`config.mk`:
```
export PLATFORM = sky130hd
export DESIGN_NAME = dma_flow_ctrl
export DESIGN_NICKNAME = d
export VERILOG_FILES = /design/src/rtl/dma_flow_pkg.sv /design/src/rtl/dma_dst_track.sv /design/src/rtl/dma_src_seq.sv /design/src/rtl/dma_flow_ctrl.sv
export SDC_FILE = /design/constraint.sdc
export NUM_CORES = 1
export LEC_CHECK = 0
export BUFFER_PORTS_ARGS = -buffer_cell sky130_fd_sc_hd__buf_2
export CAP_MARGIN = 30
export CORE_UTILIZATION = 35
export CTS_CLUSTER_SIZE = 8
export DETAILED_ROUTE_END_ITERATION = 12
export RECOVER_POWER = 50
export SLEW_MARGIN = 20
export SYNTH_ARGS = -nofsm -noshare
export SYNTH_HDL_FRONTEND = slang
export SYNTH_SLANG_ARGS = --single-unit
```
`constraint.sdc`:
```
create_clock -name clk -period 2.2 [get_ports clk]
set_input_delay 0.33 -clock clk [delete_from_list [all_inputs] [get_ports clk]]
set_output_delay 0.33 -clock clk [all_outputs]
set_load 0.005 [all_outputs]
```
`src/rtl/dma_flow_pkg.sv`:
```
package dma_flow_pkg;

    typedef enum logic [2:0] {
        ST_IDLE,
        ST_SRC_BURST,
        ST_SRC_ACK,
        ST_WAIT_RETRY,
        ST_FINISH_HS,
        ST_FINISH_PULSE,
        ST_DRAIN
    } src_state_e;

endpackage

```
`src/rtl/dma_dst_track.sv`:
```
module dma_dst_track #(
    parameter int DST_BURST  = 4,
    parameter int FIFO_DEPTH = 16
) (
    input  logic                            clk,
    input  logic                            rst_n,
    input  logic                            dst_req,
    input  logic                            dst_single,
    input  logic                            dst_last,
    input  logic                            wr_beat,
    input  logic [$clog2(FIFO_DEPTH+1)-1:0] fifo_count,
    input  logic                            clr_i,
    output logic                            dst_ack,
    output logic                            last_seen,
    output logic                            dst_done,
    output logic                            need_met
);

    localparam int              CW    = $clog2(DST_BURST + 1);
    localparam logic [CW-1:0]   BLEN  = CW'(DST_BURST);

    typedef struct packed {
        logic [CW-1:0] cnt;
        logic          ack;
        logic          seen;
        logic          done;
    } dst_regs_t;

    dst_regs_t     q, d;
    logic [CW-1:0] len;

    always_comb begin
        d   = q;
        len = dst_single ? CW'(1) : BLEN;
        if (clr_i) begin
            d = '0;
        end else begin
            if (dst_req && dst_single && dst_last) begin
                d.seen = 1'b1;
            end
            if (q.ack) begin
                if (!dst_req) begin
                    d.ack = 1'b0;
                end
            end else if (dst_req && wr_beat) begin
                if (q.cnt + CW'(1) == len) begin
                    d.cnt = '0;
                    d.ack = 1'b1;
                    if (dst_single && dst_last) begin
                        d.done = 1'b1;
                    end
                end else begin
                    d.cnt = q.cnt + CW'(1);
                end
            end
        end
    end

    always_ff @(posedge clk or negedge rst_n) begin
        if (!rst_n) begin
            q <= '0;
        end else begin
            q <= d;
        end
    end

    assign dst_ack   = q.ack;
    assign last_seen = q.seen;
    assign dst_done  = q.done;
    assign need_met  = q.seen && (q.done || fifo_count != '0);

    AST_DST_ACK_HELD: assert property (@(posedge clk) disable iff (!rst_n)
        (dst_ack && dst_req && !clr_i) |=> dst_ack);

endmodule

```
`src/rtl/dma_src_seq.sv`:
```
module dma_src_seq
    import dma_flow_pkg::*;
#(
    parameter int SRC_BURST = 8
) (
    input  logic clk,
    input  logic rst_n,
    input  logic src_req,
    input  logic src_single,
    input  logic rd_beat,
    input  logic rd_resp_retry,
    input  logic stop_i,
    input  logic clr_i,
    output logic src_ack,
    output logic src_finish,
    output logic src_done
);

    localparam int            BW       = $clog2(SRC_BURST + 1);
    localparam logic [BW-1:0] LAST_IDX = BW'(SRC_BURST - 1);

    typedef struct packed {
        src_state_e    st;
        logic [BW-1:0] cnt;
        logic          rp;
    } src_regs_t;

    src_regs_t     q, d;
    logic          ok;
    logic [BW-1:0] last_idx;
    logic          fetching;

    always_comb begin
        d        = q;
        ok       = rd_beat && !rd_resp_retry;
        last_idx = src_single ? '0 : LAST_IDX;
        case (q.st)
            ST_IDLE: begin
                d.cnt = '0;
                d.rp  = 1'b0;
                if (stop_i) begin
                    d.st = src_req ? ST_FINISH_HS : ST_FINISH_PULSE;
                end else if (src_req) begin
                    d.st = ST_SRC_BURST;
                end
            end
            ST_SRC_BURST: begin
                if (rd_beat) begin
                    d.rp = rd_resp_retry;
                end
                if (ok) begin
                    d.cnt = q.cnt + BW'(1);
                end
                if (ok && q.cnt == last_idx) begin
                    d.st = ST_SRC_ACK;
                end else if (stop_i) begin
                    d.st = d.rp ? ST_WAIT_RETRY : ST_FINISH_HS;
                end
            end
            ST_WAIT_RETRY: begin
                if (ok) begin
                    d.rp = 1'b0;
                    d.st = ST_FINISH_HS;
                end
            end
            ST_SRC_ACK: begin
                if (!src_req) begin
                    d.st = ST_IDLE;
                end
            end
            ST_FINISH_HS: begin
                if (!src_req) begin
                    d.st = ST_DRAIN;
                end
            end
            ST_FINISH_PULSE: d.st = ST_DRAIN;
            ST_DRAIN: begin
                if (clr_i) begin
                    d.st = ST_IDLE;
                end
            end
            default: d.st = ST_IDLE;
        endcase
    end

    always_ff @(posedge clk or negedge rst_n) begin
        if (!rst_n) begin
            q <= '{st: ST_IDLE, cnt: '0, rp: 1'b0};
        end else begin
            q <= d;
        end
    end

    assign fetching   = (q.st == ST_SRC_BURST) || (q.st == ST_WAIT_RETRY);
    assign src_ack    = (q.st == ST_SRC_ACK) || (q.st == ST_FINISH_HS);
    assign src_finish = (q.st == ST_FINISH_HS) || (q.st == ST_FINISH_PULSE);
    assign src_done   = (q.st == ST_DRAIN);

    AST_PULSE_ONE_CYCLE: assert property (@(posedge clk) disable iff (!rst_n)
        (src_finish && !src_ack) |=> !src_finish);
    AST_HS_FINISH_HELD: assert property (@(posedge clk) disable iff (!rst_n)
        (src_finish && src_ack && src_req) |=> (src_finish && src_ack));
    AST_NO_FINISH_AFTER_RETRY: assert property (@(posedge clk) disable iff (!rst_n)
        (fetching && rd_beat && rd_resp_retry) |=> !src_finish);
    AST_FINISH_NEEDS_STOP: assert property (@(posedge clk) disable iff (!rst_n)
        $rose(src_finish) |-> $past(stop_i));

endmodule

```
`src/rtl/dma_flow_ctrl.sv`:
```
module dma_flow_ctrl #(
    parameter int SRC_BURST  = 8,
    parameter int DST_BURST  = 4,
    parameter int FIFO_DEPTH = 16
) (
    input  logic                            clk,
    input  logic                            rst_n,
    input  logic                            src_req,
    input  logic                            src_single,
    output logic                            src_ack,
    output logic                            src_finish,
    input  logic                            dst_req,
    input  logic                            dst_single,
    input  logic                            dst_last,
    output logic                            dst_ack,
    input  logic                            rd_beat,
    input  logic                            rd_resp_retry,
    input  logic                            wr_beat,
    input  logic [$clog2(FIFO_DEPTH+1)-1:0] fifo_count,
    output logic                            fifo_clear,
    output logic                            block_done
);

    logic done_d, done_q;
    logic need_met, last_seen, dst_done, src_done, stop;

    assign stop = need_met && !done_q;

    dma_src_seq #(
        .SRC_BURST (SRC_BURST)
    ) u_src (
        .clk           (clk),
        .rst_n         (rst_n),
        .src_req       (src_req),
        .src_single    (src_single),
        .rd_beat       (rd_beat),
        .rd_resp_retry (rd_resp_retry),
        .stop_i        (stop),
        .clr_i         (done_q),
        .src_ack       (src_ack),
        .src_finish    (src_finish),
        .src_done      (src_done)
    );

    dma_dst_track #(
        .DST_BURST  (DST_BURST),
        .FIFO_DEPTH (FIFO_DEPTH)
    ) u_dst (
        .clk        (clk),
        .rst_n      (rst_n),
        .dst_req    (dst_req),
        .dst_single (dst_single),
        .dst_last   (dst_last),
        .wr_beat    (wr_beat),
        .fifo_count (fifo_count),
        .clr_i      (done_q),
        .dst_ack    (dst_ack),
        .last_seen  (last_seen),
        .dst_done   (dst_done),
        .need_met   (need_met)
    );

    always_comb begin
        done_d = src_done && dst_done && !done_q;
    end

    always_ff @(posedge clk or negedge rst_n) begin
        if (!rst_n) begin
            done_q <= 1'b0;
        end else begin
            done_q <= done_d;
        end
    end

    assign block_done = done_q;
    assign fifo_clear = done_q;

    AST_DONE_SINGLE: assert property (@(posedge clk) disable iff (!rst_n)
        block_done |=> !block_done);
    AST_FINISH_AFTER_LAST: assert property (@(posedge clk) disable iff (!rst_n)
        src_finish |-> last_seen);

endmodule

```
==> flow_metrics.env <==
export IMPL_dieArea_um2=2920
export IMPL_ys_types=33
export IMPL_tightest_slew_ps=821
export IMPL_synth_flop_cell="dfrtp_1"
export IMPL_skew_ps=1.21
export IMPL_drc_errors=0
export IMPL_ant_nets=0
export IMPL_maxSlewViolCount=0
export IMPL_syn_nets=122
export IMPL_power_density_nw_per_um2=1110
export IMPL_vias=859
export IMPL_cp_required_ps=2360
export IMPL_die_h_um=54.0
export IMPL_p_leak_nw=0.536
export IMPL_chipWidth_um=54.0
export IMPL_grt_first_pass_wirelength_um=3400
export IMPL_diodes=0
export IMPL_htree_num_levels=1
export IMPL_io_buffers=19
export IMPL_clk_path_buf_depth=2
export IMPL_maxCapViolations=0
export IMPL_clk_pin_slew_ps=90
export IMPL_crit_arrival_ps=2330
export IMPL_synthArstFlopShare_pct=100
export IMPL_final_period_utilization_pct=98.5
export IMPL_ys_warn_count=0
export IMPL_power_mw=1.27
export IMPL_fillers=260
export IMPL_ioPinCount=20
export IMPL_setup_viol=0
export IMPL_ys_ff_latch=15
export IMPL_core_um2=2520
export IMPL_synth_edf_count=0
export IMPL_crit_type="reg2reg"
export IMPL_cts_resized=0
export IMPL_pre_cts_slack_ps=58.8
export IMPL_clkLatencyLatePin_ps=270
export IMPL_grt_pass1_vias=792
export IMPL_synthCells=105
export IMPL_min_period_ps=2170
export IMPL_holdCritPathClass="in2reg"
export IMPL_grt_setup_unrepaired="true"
export IMPL_antenna_found_initial=0
export IMPL_layout_cells_non_filler=162
export IMPL_worst_setup_path_start_kind="flop"
export IMPL_routed_wl_um=2040
export IMPL_avgViaCountPerCell=5.30
export IMPL_netlist_area_leader_share_pct=39.6
export IMPL_place_congestion=0.779
export IMPL_numCtsBuffers=3
export IMPL_synth_avg_cell_area_um2=9.02
export IMPL_drt_iter0_markers=31
export IMPL_multi_input_area_um2=534
export IMPL_syn_area_um2=947
export IMPL_cts_tree="done"
export IMPL_syn2layout_area_growth_pct=20.5
export IMPL_rows=18
export IMPL_nets=150
export IMPL_start_util_pct=37.5
export IMPL_fmax_mhz=461
export IMPL_dr_pass1_iters=5
export IMPL_status="finished, final reports clean"
export IMPL_post_route_cells_drive_above_1_share_pct=25.8
export IMPL_wl_per_cell_um=12.6
export IMPL_grt_overflow=0
export IMPL_grt_start_max_net_pins=16
export IMPL_seqCellArea_um2=375
export IMPL_cts_root_buf="clkbuf_4"
export IMPL_track_usage_pct=16.3
export IMPL_worstSetupEndpointType="flop"
export IMPL_cp_max_fo=3
export IMPL_cts_sinks=15
export IMPL_vdd_ir_drop_worst_uv=570
export IMPL_synth_area_leaders="dfrtp_1 40%, nor2_1 7.1%, a21oi_1 4.2%"
export IMPL_dp_cells=157
export IMPL_hold_viol=0
export IMPL_dpl_hpwl_um=1600
export IMPL_max_slew_margin_pct=45.3
export IMPL_synth_seq_area_share_pct=39.6
export IMPL_setup_slack_ps=32.6
export IMPL_yosys_area_top_type="dfrtp_1"
-- cells by family (layout without fill, tap and decap cells) --
| group | Yosys count | in the layout | share of synthesized area, % |
|---|---|---|---|
| AND/OR/NAND/NOR | 52 | 52 | 28.3 |
| AO/OA/AOI/OAI | 19 | 19 | 14.4 |
| adder cells (fa/ha/maj) | 2 | 2 | 2.64 |
| buffers and inverters | 7 | 34 | 3.96 |
| flip-flops | 15 | 15 | 39.6 |
| XOR/XNOR | 4 | 4 | 3.70 |
| multiplexers | 6 | 6 | 7.40 |
-- synthesized netlist by cell type (3+ instances only) --
cell,n
nand2_1,9
nor3b_1,3
mux2i_1,4
buf_4,3
nor2_1,18
a21oi_1,8
dfrtp_1,15
nand3_1,5
nor2b_1,4
xnor2_1,3
o21ai_0,3
nor3_1,4
-- state kept, by name, indices dropped and copies added (netlist names) --
name / flops
block_done: 1
u_dst.dst_ack: 1
u_dst.dst_done: 1
u_dst.last_seen: 1
u_dst.q: 3
u_src.q: 8
-- final cells by class --
class / instances / area share (%)
well taps: 30 / 3.29
inverters: 2 / 0.658
clock buffers: 4 / 2.30
repair buffers: 28 / 14.0
flip-flops and latches: 15 / 32.9
multi-input cells: 83 / 46.8
-- worst paths after layout --
| path | start | end | slack [ps] | cells past startpoint |
|---|---|---|---|---|
| min in group asynchronous | rst_n | block_done$_DFF_PN0_ | 660 | 2 |
| hold reg to reg | u_src.q[0]$_DFFE_PN0P_ | u_src.q[0]$_DFFE_PN0P_ | 500 | 2 |
| hold / removal | dst_req | u_dst.dst_ack$_DFF_PN0_ | 330 | 2 |
| setup / recovery | u_src.q[3]$_DFFE_PN0P_ | u_src.q[5]$_DFFE_PN0P_ | 30 | 5 |
| max in group asynchronous | rst_n | u_src.q[2]$_DFFE_PN0P_ | 1040 | 2 |
| setup reg to reg | u_src.q[3]$_DFFE_PN0P_ | u_src.q[5]$_DFFE_PN0P_ | 30 | 5 |
-- worst max-delay path: stages (launching register included) --
cell and delay [ps]:
dfrtp_1 390, or4b_4 550, a2111oi_4 380, nor3_1 80, or3_4 370, mux2_4 300
-- power by group --
group          total, mW  internal (mW)  leakage (nW)  switching [mW]
combinational      0.661          0.332         0.331           0.328
clock              0.152         0.0702        0.0150          0.0822
sequential         0.454          0.360         0.190          0.0942
total               1.27          0.762         0.536           0.505
-- placed cells by master, fill, tap and decap left out, drive strengths merged, types with 2 or more instances in the layout --
cell / netlist / layout
nor3b: 3 / 3
nand3b: 2 / 2
clkbuf: 2 / 6
nand2b: 2 / 2
nor3: 4 / 4
xnor2: 3 / 3
o21ai: 3 / 3
ha: 2 / 2
nor2: 18 / 18
inv: 2 / 2
nand2: 9 / 9
mux2: 2 / 2
nand3: 5 / 5
dfrtp: 15 / 15
buf: 3 / 25
or3: 2 / 2
mux2i: 4 / 4
nor2b: 4 / 4
a21oi: 8 / 8
-- repair_timing --
item / in CTS / in global routing
endpoints found under the hold margin: 15 / 0
endpoints found under the setup margin: 0 / 2
buffers inserted: 0 / 0
hold buffers: 1 / 0
-- through the flow --
step / utilization, % / instance area, um2 / TNS [ps] / hold WS [ps]
3_3_place_gp: 44.0 / 1110 / 0 / 259
5_1_grt: 45.2 / 1140 / -10.5 / 329
4_1_cts: 45.4 / 1150 / 0 / 325
6_report: 45.2 / 1140 / 0 / 330
3_5_place_dp: 44.0 / 1110 / 0 / 259
2_1_floorplan: - / 947 / 0 / 34.4
-- layer usage --
metal / vias to the layer above / GRT usage, % / wire length, um
met3: 4 / 2.54 / 85
li1: 425 / - / -
met4: 0 / 7.26 / 14
met2: 28 / 25.7 / 927
met1: 402 / 22.0 / 1010
met5: - / 0 / 0
(Power assumes the default switching activity.)
